### config.mk
export PLATFORM = sky130hd
export DESIGN_NAME = swc_codec
export DESIGN_NICKNAME = d
export VERILOG_FILES = /design/src/rtl/swc_pkg.sv /design/src/rtl/swc_tx_frame.sv /design/src/rtl/swc_rx_frame.sv /design/src/rtl/swc_pkt_seq.sv /design/src/rtl/swc_codec.sv
export SDC_FILE = /design/constraint.sdc
export NUM_CORES = 1
export LEC_CHECK = 0
export ABC_CLOCK_PERIOD_IN_PS = 2600
export BUFFER_PORTS_ARGS = -buffer_cell sky130_fd_sc_hd__buf_2
export CAP_MARGIN = 20
export CORE_MARGIN = 3
export CORE_UTILIZATION = 60
export DETAILED_ROUTE_END_ITERATION = 8
export PLACE_DENSITY = 0.8
export SYNTH_ARGS = -nofsm -noshare
export SYNTH_HDL_FRONTEND = slang
export SYNTH_HIERARCHICAL = 1
export SYNTH_SLANG_ARGS = --single-unit
export TNS_END_PERCENT = 50
### constraint.sdc
create_clock -name clk -period 2.6 [get_ports clk]
set_input_delay 0.39 -clock clk [delete_from_list [all_inputs] [get_ports clk]]
set_output_delay 0.39 -clock clk [all_outputs]
set_load 0.01 [all_outputs]
### src/rtl/swc_pkg.sv
package swc_pkg;

    typedef enum logic [2:0] {
        TX_IDLE,
        TX_SYNC,
        TX_MARK,
        TX_DATA,
        TX_PAR,
        TX_TAIL,
        TX_HOLD
    } tx_state_e;

    typedef enum logic [1:0] {
        RX_IDLE,
        RX_SEEK_LO,
        RX_SEEK_HI,
        RX_SAMPLE
    } rx_state_e;

    typedef enum logic [2:0] {
        SQ_IDLE,
        SQ_TX_ARM,
        SQ_TX_WAIT,
        SQ_RX_ARM,
        SQ_RX_WAIT
    } seq_state_e;

endpackage

### src/rtl/swc_tx_frame.sv
module swc_tx_frame
    import swc_pkg::*;
#(
    parameter int BIT_CYC = 300
) (
    input  logic       clk,
    input  logic       rst_n,
    input  logic       start,
    input  logic [7:0] data,
    input  logic       chain,
    output logic       drv_en,
    output logic       drv_val,
    output logic       done
);
    localparam int HALF = BIT_CYC / 2;
    localparam int CW   = $clog2(BIT_CYC);
    localparam logic [CW-1:0] BIT_LAST  = CW'(BIT_CYC - 1);
    localparam logic [CW-1:0] HALF_LAST = CW'(HALF - 1);

    tx_state_e     state, nxt;
    logic [CW-1:0] cnt;
    logic [7:0]    shreg;
    logic          par;
    logic [2:0]    bidx;

    // state register and datapath
    always_ff @(posedge clk or negedge rst_n) begin
        if (!rst_n) begin
            state <= TX_IDLE;
            cnt   <= '0;
            shreg <= '0;
            par   <= 1'b0;
            bidx  <= '0;
            done  <= 1'b0;
        end else begin
            state <= nxt;
            done  <= 1'b0;
            unique case (state)
                TX_IDLE, TX_HOLD: begin
                    if (start) begin
                        shreg <= data;
                        par   <= 1'b0;
                        cnt   <= '0;
                        bidx  <= '0;
                    end
                end
                TX_SYNC, TX_PAR: begin
                    cnt <= (cnt == BIT_LAST) ? '0 : cnt + 1'b1;
                end
                TX_MARK: begin
                    cnt <= (cnt == HALF_LAST) ? '0 : cnt + 1'b1;
                end
                TX_DATA: begin
                    if (cnt == BIT_LAST) begin
                        cnt   <= '0;
                        par   <= par ^ shreg[7];
                        shreg <= {shreg[6:0], 1'b0};
                        bidx  <= bidx + 1'b1;
                    end else begin
                        cnt <= cnt + 1'b1;
                    end
                end
                TX_TAIL: begin
                    if (cnt == HALF_LAST) begin
                        cnt  <= '0;
                        done <= 1'b1;
                    end else begin
                        cnt <= cnt + 1'b1;
                    end
                end
            endcase
        end
    end

    // next state
    always_comb begin
        nxt = state;
        unique case (state)
            TX_IDLE, TX_HOLD: if (start) nxt = TX_SYNC;
            TX_SYNC: if (cnt == BIT_LAST) nxt = TX_MARK;
            TX_MARK: if (cnt == HALF_LAST) nxt = TX_DATA;
            TX_DATA: if (cnt == BIT_LAST && bidx == 3'd7) nxt = TX_PAR;
            TX_PAR:  if (cnt == BIT_LAST) nxt = TX_TAIL;
            TX_TAIL: if (cnt == HALF_LAST) nxt = chain ? TX_HOLD : TX_IDLE;
        endcase
    end

    // line outputs
    always_comb begin
        drv_en  = 1'b1;
        drv_val = 1'b0;
        unique case (state)
            TX_IDLE: begin drv_en = 1'b0; drv_val = 1'b1; end
            TX_SYNC: drv_val = 1'b0;
            TX_MARK: drv_val = 1'b1;
            TX_DATA: drv_val = shreg[7];
            TX_PAR:  drv_val = par;
            TX_TAIL, TX_HOLD: drv_val = 1'b0;
        endcase
    end

endmodule

### src/rtl/swc_rx_frame.sv
module swc_rx_frame
    import swc_pkg::*;
#(
    parameter int BIT_CYC = 300
) (
    input  logic       clk,
    input  logic       rst_n,
    input  logic       start,
    input  logic       line,
    output logic [7:0] byte_q,
    output logic       perr,
    output logic       done
);
    localparam int TMO = 5 * BIT_CYC;
    localparam int CW  = $clog2(TMO);
    localparam logic [CW-1:0] TMO_LAST = CW'(TMO - 1);
    localparam logic [CW-1:0] BIT_LAST = CW'(BIT_CYC - 1);

    rx_state_e     state, nxt;
    logic [CW-1:0] cnt;
    logic [7:0]    shreg;
    logic          acc;
    logic [3:0]    bidx;

    // state register and datapath
    always_ff @(posedge clk or negedge rst_n) begin
        if (!rst_n) begin
            state  <= RX_IDLE;
            cnt    <= '0;
            shreg  <= '0;
            acc    <= 1'b0;
            bidx   <= '0;
            byte_q <= '0;
            perr   <= 1'b0;
            done   <= 1'b0;
        end else begin
            state <= nxt;
            done  <= 1'b0;
            unique case (state)
                RX_IDLE: begin
                    if (start) begin
                        cnt  <= '0;
                        acc  <= 1'b0;
                        bidx <= '0;
                    end
                end
                RX_SEEK_LO: begin
                    if (!line || cnt == TMO_LAST) cnt <= '0;
                    else                          cnt <= cnt + 1'b1;
                end
                RX_SEEK_HI: cnt <= '0;
                RX_SAMPLE: begin
                    if (cnt == BIT_LAST) begin
                        cnt  <= '0;
                        bidx <= bidx + 1'b1;
                        if (bidx < 4'd8) begin
                            shreg <= {shreg[6:0], line};
                            acc   <= acc ^ line;
                        end else begin
                            byte_q <= shreg;
                            perr   <= acc ^ line;
                            done   <= 1'b1;
                        end
                    end else begin
                        cnt <= cnt + 1'b1;
                    end
                end
            endcase
        end
    end

    // next state
    always_comb begin
        nxt = state;
        unique case (state)
            RX_IDLE:    if (start) nxt = RX_SEEK_LO;
            RX_SEEK_LO: begin
                if (!line)                 nxt = RX_SEEK_HI;
                else if (cnt == TMO_LAST)  nxt = RX_SAMPLE;
            end
            RX_SEEK_HI: if (line) nxt = RX_SAMPLE;
            RX_SAMPLE:  if (cnt == BIT_LAST && bidx == 4'd8) nxt = RX_IDLE;
        endcase
    end

endmodule

### src/rtl/swc_pkt_seq.sv
module swc_pkt_seq
    import swc_pkg::*;
#(
    parameter int LEN_W = 4
) (
    input  logic             clk,
    input  logic             rst_n,
    input  logic             send_go,
    input  logic             recv_go,
    input  logic [LEN_W-1:0] pkt_len,
    input  logic             tx_done,
    input  logic             rx_done,
    input  logic             rx_perr,
    output logic             tx_start,
    output logic             tx_chain,
    output logic             rx_start,
    output logic             busy,
    output logic             pkt_done,
    output logic             pkt_good
);
    seq_state_e       state, nxt;
    logic [LEN_W-1:0] cnt;
    logic [LEN_W-1:0] len_q;
    logic             err_q;
    logic             last;

    assign last = (cnt == len_q);

    // state register and counters
    always_ff @(posedge clk or negedge rst_n) begin
        if (!rst_n) begin
            state    <= SQ_IDLE;
            cnt      <= '0;
            len_q    <= '0;
            err_q    <= 1'b0;
            pkt_done <= 1'b0;
            pkt_good <= 1'b0;
        end else begin
            state    <= nxt;
            pkt_done <= 1'b0;
            unique case (state)
                SQ_IDLE: begin
                    if (send_go || recv_go) begin
                        cnt   <= '0;
                        len_q <= pkt_len;
                        err_q <= 1'b0;
                    end
                end
                SQ_TX_ARM, SQ_RX_ARM: begin
                end
                SQ_TX_WAIT: begin
                    if (tx_done) begin
                        if (last) begin
                            pkt_done <= 1'b1;
                            pkt_good <= 1'b1;
                        end else begin
                            cnt <= cnt + 1'b1;
                        end
                    end
                end
                SQ_RX_WAIT: begin
                    if (rx_done) begin
                        err_q <= err_q | rx_perr;
                        if (last) begin
                            pkt_done <= 1'b1;
                            pkt_good <= !(err_q | rx_perr);
                        end else begin
                            cnt <= cnt + 1'b1;
                        end
                    end
                end
            endcase
        end
    end

    // next state
    always_comb begin
        nxt = state;
        unique case (state)
            SQ_IDLE: begin
                if (send_go)      nxt = SQ_TX_ARM;
                else if (recv_go) nxt = SQ_RX_ARM;
            end
            SQ_TX_ARM:  nxt = SQ_TX_WAIT;
            SQ_TX_WAIT: if (tx_done) nxt = last ? SQ_IDLE : SQ_TX_ARM;
            SQ_RX_ARM:  nxt = SQ_RX_WAIT;
            SQ_RX_WAIT: if (rx_done) nxt = last ? SQ_IDLE : SQ_RX_ARM;
        endcase
    end

    // outputs
    always_comb begin
        tx_start = (state == SQ_TX_ARM);
        rx_start = (state == SQ_RX_ARM);
        tx_chain = !last;
        busy     = (state != SQ_IDLE);
    end

endmodule

### src/rtl/swc_codec.sv
module swc_codec #(
    parameter int BIT_CYC     = 300,
    parameter int LEN_W       = 4,
    parameter int SYNC_STAGES = 2
) (
    input  logic             clk,
    input  logic             rst_n,
    input  logic             line_in,
    output logic             line_oe,
    output logic             line_out,
    input  logic             send_go,
    input  logic             recv_go,
    input  logic [LEN_W-1:0] pkt_len,
    input  logic [7:0]       tx_byte,
    output logic             tx_take,
    output logic [7:0]       rx_byte,
    output logic             rx_strobe,
    output logic             rx_perr,
    output logic             busy,
    output logic             pkt_done,
    output logic             pkt_good
);
    logic [SYNC_STAGES-1:0] sync_q;
    logic                   line_s;
    logic                   tx_start, tx_chain, tx_done, rx_start;

    // line synchroniser, idles at the pulled-up level
    always_ff @(posedge clk or negedge rst_n) begin
        if (!rst_n) sync_q <= '1;
        else        sync_q <= {sync_q[SYNC_STAGES-2:0], line_in};
    end
    assign line_s  = sync_q[SYNC_STAGES-1];
    assign tx_take = tx_start;

    swc_pkt_seq #(.LEN_W(LEN_W)) u_seq (
        .clk      (clk),
        .rst_n    (rst_n),
        .send_go  (send_go),
        .recv_go  (recv_go),
        .pkt_len  (pkt_len),
        .tx_done  (tx_done),
        .rx_done  (rx_strobe),
        .rx_perr  (rx_perr),
        .tx_start (tx_start),
        .tx_chain (tx_chain),
        .rx_start (rx_start),
        .busy     (busy),
        .pkt_done (pkt_done),
        .pkt_good (pkt_good)
    );

    swc_tx_frame #(.BIT_CYC(BIT_CYC)) u_tx (
        .clk     (clk),
        .rst_n   (rst_n),
        .start   (tx_start),
        .data    (tx_byte),
        .chain   (tx_chain),
        .drv_en  (line_oe),
        .drv_val (line_out),
        .done    (tx_done)
    );

    swc_rx_frame #(.BIT_CYC(BIT_CYC)) u_rx (
        .clk    (clk),
        .rst_n  (rst_n),
        .start  (rx_start),
        .line   (line_s),
        .byte_q (rx_byte),
        .perr   (rx_perr),
        .done   (rx_strobe)
    );

endmodule

==> out/results.ini <==
[critical_path]
crit_type=flip-flop to flip-flop
worstSetupStartpointType=flip-flop
slowest_delay_ns=0.58
worstPathMaxFanout=16
slowest_stage=or4b_4
path_cells=nor2b_1 > and2_1 > nor2b_4 > or4b_4 > or4_1 > a21oi_1
critPathRequiredTime_ns=2.88
cp-end-kind=flip-flop
cp.arrival_ns=2.57

[timing]
slew_headroom_pct=58.4
rsz0062_at_grt=no
final_hold_viol_count=0
setup_viol=0
slew_violations=0
finClkSkew_ns=0.00988
whs_ns=0.117
worst_pin_slew_ns=0.621
tns_ns=0
max_freq_mhz=437
fin_crit_ns=2.29
fin_crit_sh_pct=88.0

[synthesis]
syn_avg_cell_area_um2=10.7
yosysTopAreaCell=dfrtp_1
yosysWarnings=6
ys_types=67
yosys-top-cells-area=dfrtp_1, mux2_2, ha_1
synth-edff-count=0
synth_area_um2=4020
synth_seq_cells=77
syn-instance-count=376
synthFlopType=dfrtp_1
synth_nets=405
synth-async-reset-ratio_pct=100
yosysSeqAreaShare_pct=48.1
yosys.area.top_type_share_pct=46.7

[drt]
vias_per_cell=6.04
wl_per_cell_um=15.5
drt-total-wl_um=7640
first_iter_violations=128
num_vias=2986
first_pass_iters=4
route.detailed.drc=0
ant_nets=0

[floorplan]
dieArea_um2=7710
die_h_um=87.8
row_count=29
start_util_pct=62.5
die_w_um=87.8
io_pins=33
coreArea_um2=6420

[grt]
grt_start_max_net_pins=43
antenna_found_initial=0
groute.usage.overall_pct=22.2
gr-total-overflow=0
grt_pass1_vias=2991
grt_first_pass_wirelength_um=13500

[cts]
cts.sinks=77
cts_buffers=9
h-tree-depth=3
cts_buffer_depth=2
post_cts_resized=0
cts_root_buffer=clkbuf_8
cts_tree=yes
clock_latency_ns=0.36
path_clk_slew_ns=0.09

[layout]
fillerInstances=510
antenna_cells=0
final_nets=441
drive_above_1_share_pct=21.8
post-route-util_pct=69.4
area_growth_pct=11.1

[place]
hpwl_um=5340
io_buffer_count=32
place.gp.congestion=0.852

[power]
power.share.switching_pct=38.6
p_leak_nw=2.15
p_seq_share_pct=41.2
internal-power_mw=2.49
clkPwrFrac_pct=24.0
power_mw=4.06
p_sw_mw=1.57
combPwrFrac_pct=34.8
peakVddDrop_uv=634
p_per_area_nw_per_um2=910

[job]
maxCapViolations=0

[outcome]
status=complete, no violations

[worst_hold_path]
min_path_type=primary input to flip-flop

[worst max-delay path: cells and delay by family (launching register included)]
family           cells  cell delay (ns)
AND/OR/NAND/NOR      5             1.59
flip-flops           1             0.48
AO/OA/AOI/OAI        1             0.15
[flip-flops by register name (all words and copies together) (netlist names)]
name	cells
u_seq/pkt_good	1
u_tx/done	1
u_seq/cnt	4
u_rx/bidx	4
u_rx/acc	1
u_rx/perr	1
u_rx/shreg	8
sync_q	2
u_rx/done	1
u_rx/cnt	11
u_seq/err_q	1
u_rx/state	2
u_seq/len_q	4
u_tx/shreg	8
u_rx/byte_q	8
u_seq/state	3
u_tx/cnt	9
u_tx/state	3
u_tx/par	1
u_tx/bidx	3
u_seq/pkt_done	1
[final cells by class]
class	count	area, µm²	share of cell area, %
clock inverters	7	88.8	1.99
flip-flops and latches	77	1930	43.3
inverters	16	60.1	1.35
multi-input cells	271	1950	43.6
repair buffers	37	215	4.83
well taps	77	96.3	2.16
clock buffers	9	124	2.78
[placed cells by master (no fill, tap or decap), types with 9 or more instances in the layout]
cell / synthesis / layout
ha_1: 12 / 12
dfrtp_1: 75 / 75
clkbuf_8: 0 / 9
nor3_1: 10 / 10
inv_1: 15 / 15
a21oi_1: 11 / 11
nand2_1: 33 / 33
nor2_1: 19 / 19
nand3_1: 11 / 11
mux2i_1: 9 / 9
buf_2: 4 / 31
o21ai_0: 18 / 18
nor2b_1: 11 / 11
mux2_2: 21 / 21
[power by group through the flow]
stage	clock [mW]	sequential (mW)	combinational (mW)
6_report	0.975	1.67	1.41
5_1_grt	1.05	1.71	1.58
4_1_cts	0.997	1.66	1.41
2_1_floorplan	0	1.58	1.20
3_5_place_dp	0	1.68	1.41
3_3_place_gp	0	1.67	1.34
[what timing repair did]
action                     4_1_cts  5_1_grt
setup buffers                    0        0
hold endpoints to repair         6        0
hold buffers                     1        0
setup endpoints to repair        0        0
[stage by stage]
step                setup WS, ns  cell area (µm²)  instances
floorplan                  0.417             4020        376
global placement           0.404             4240        477
detailed placement         0.308             4240        477
CTS                        0.298             4460        494
global route               0.144             4460        494
finish                     0.313             4460        494
[cell usage after synthesis (all sizes together), types with 4 or more instances]
cell type and instances:
dfrtp 75, nand2 33, mux2 26, o21ai 25, nor2 21, inv 16, ha 12, nor2b 12
a21oi 11, nand3 11, nor3 10, buf 9, mux2i 9, a22o 8, a31oi 7, nor4 7
and3 6, nand2b 6, xor2 6, or4 5, xnor2 5, nand4 4, o22ai 4
[metal layers]
layer / GRT usage [%] / wire (µm) / part of all wire (%)
met2: 35.8 / 3670 / 48
met4: 7.95 / 133 / 1.7
met3: 6.87 / 362 / 4.7
met1: 28.5 / 3480 / 46
met5: 0 / 0 / 0
[logic make-up (layout without fill, tap and decap cells)]
group,Yosys count,in the layout,synth area share [%]
AND/OR/NAND/NOR,136,136,19.9
AO/OA/AOI/OAI,77,77,12.8
flip-flops,77,77,48.1
multiplexers,35,35,9.54
buffers and inverters,28,69,3.49
adder cells (fa/ha/maj),12,12,3.74
XOR/XNOR,11,11,2.40
[path summary, 6_finish.rpt]
path	slack (ns)	start	depth (start not counted)	to
worst max-delay path	0.31	u_seq/state[0]	6	u_rx/cnt[7]
worst min-delay path	0.12	line_in	1	sync_q[0]
worst max register to register	0.31	u_seq/state[0]	6	u_rx/cnt[7]
worst min register to register	0.36	sync_q[0]	0	sync_q[1]
max in group asynchronous	1.45	rst_n	3	sync_q[1]
min in group asynchronous	0.53	rst_n	2	u_rx/cnt[5]
Note: power is estimated with default switching activity, not from simulation.
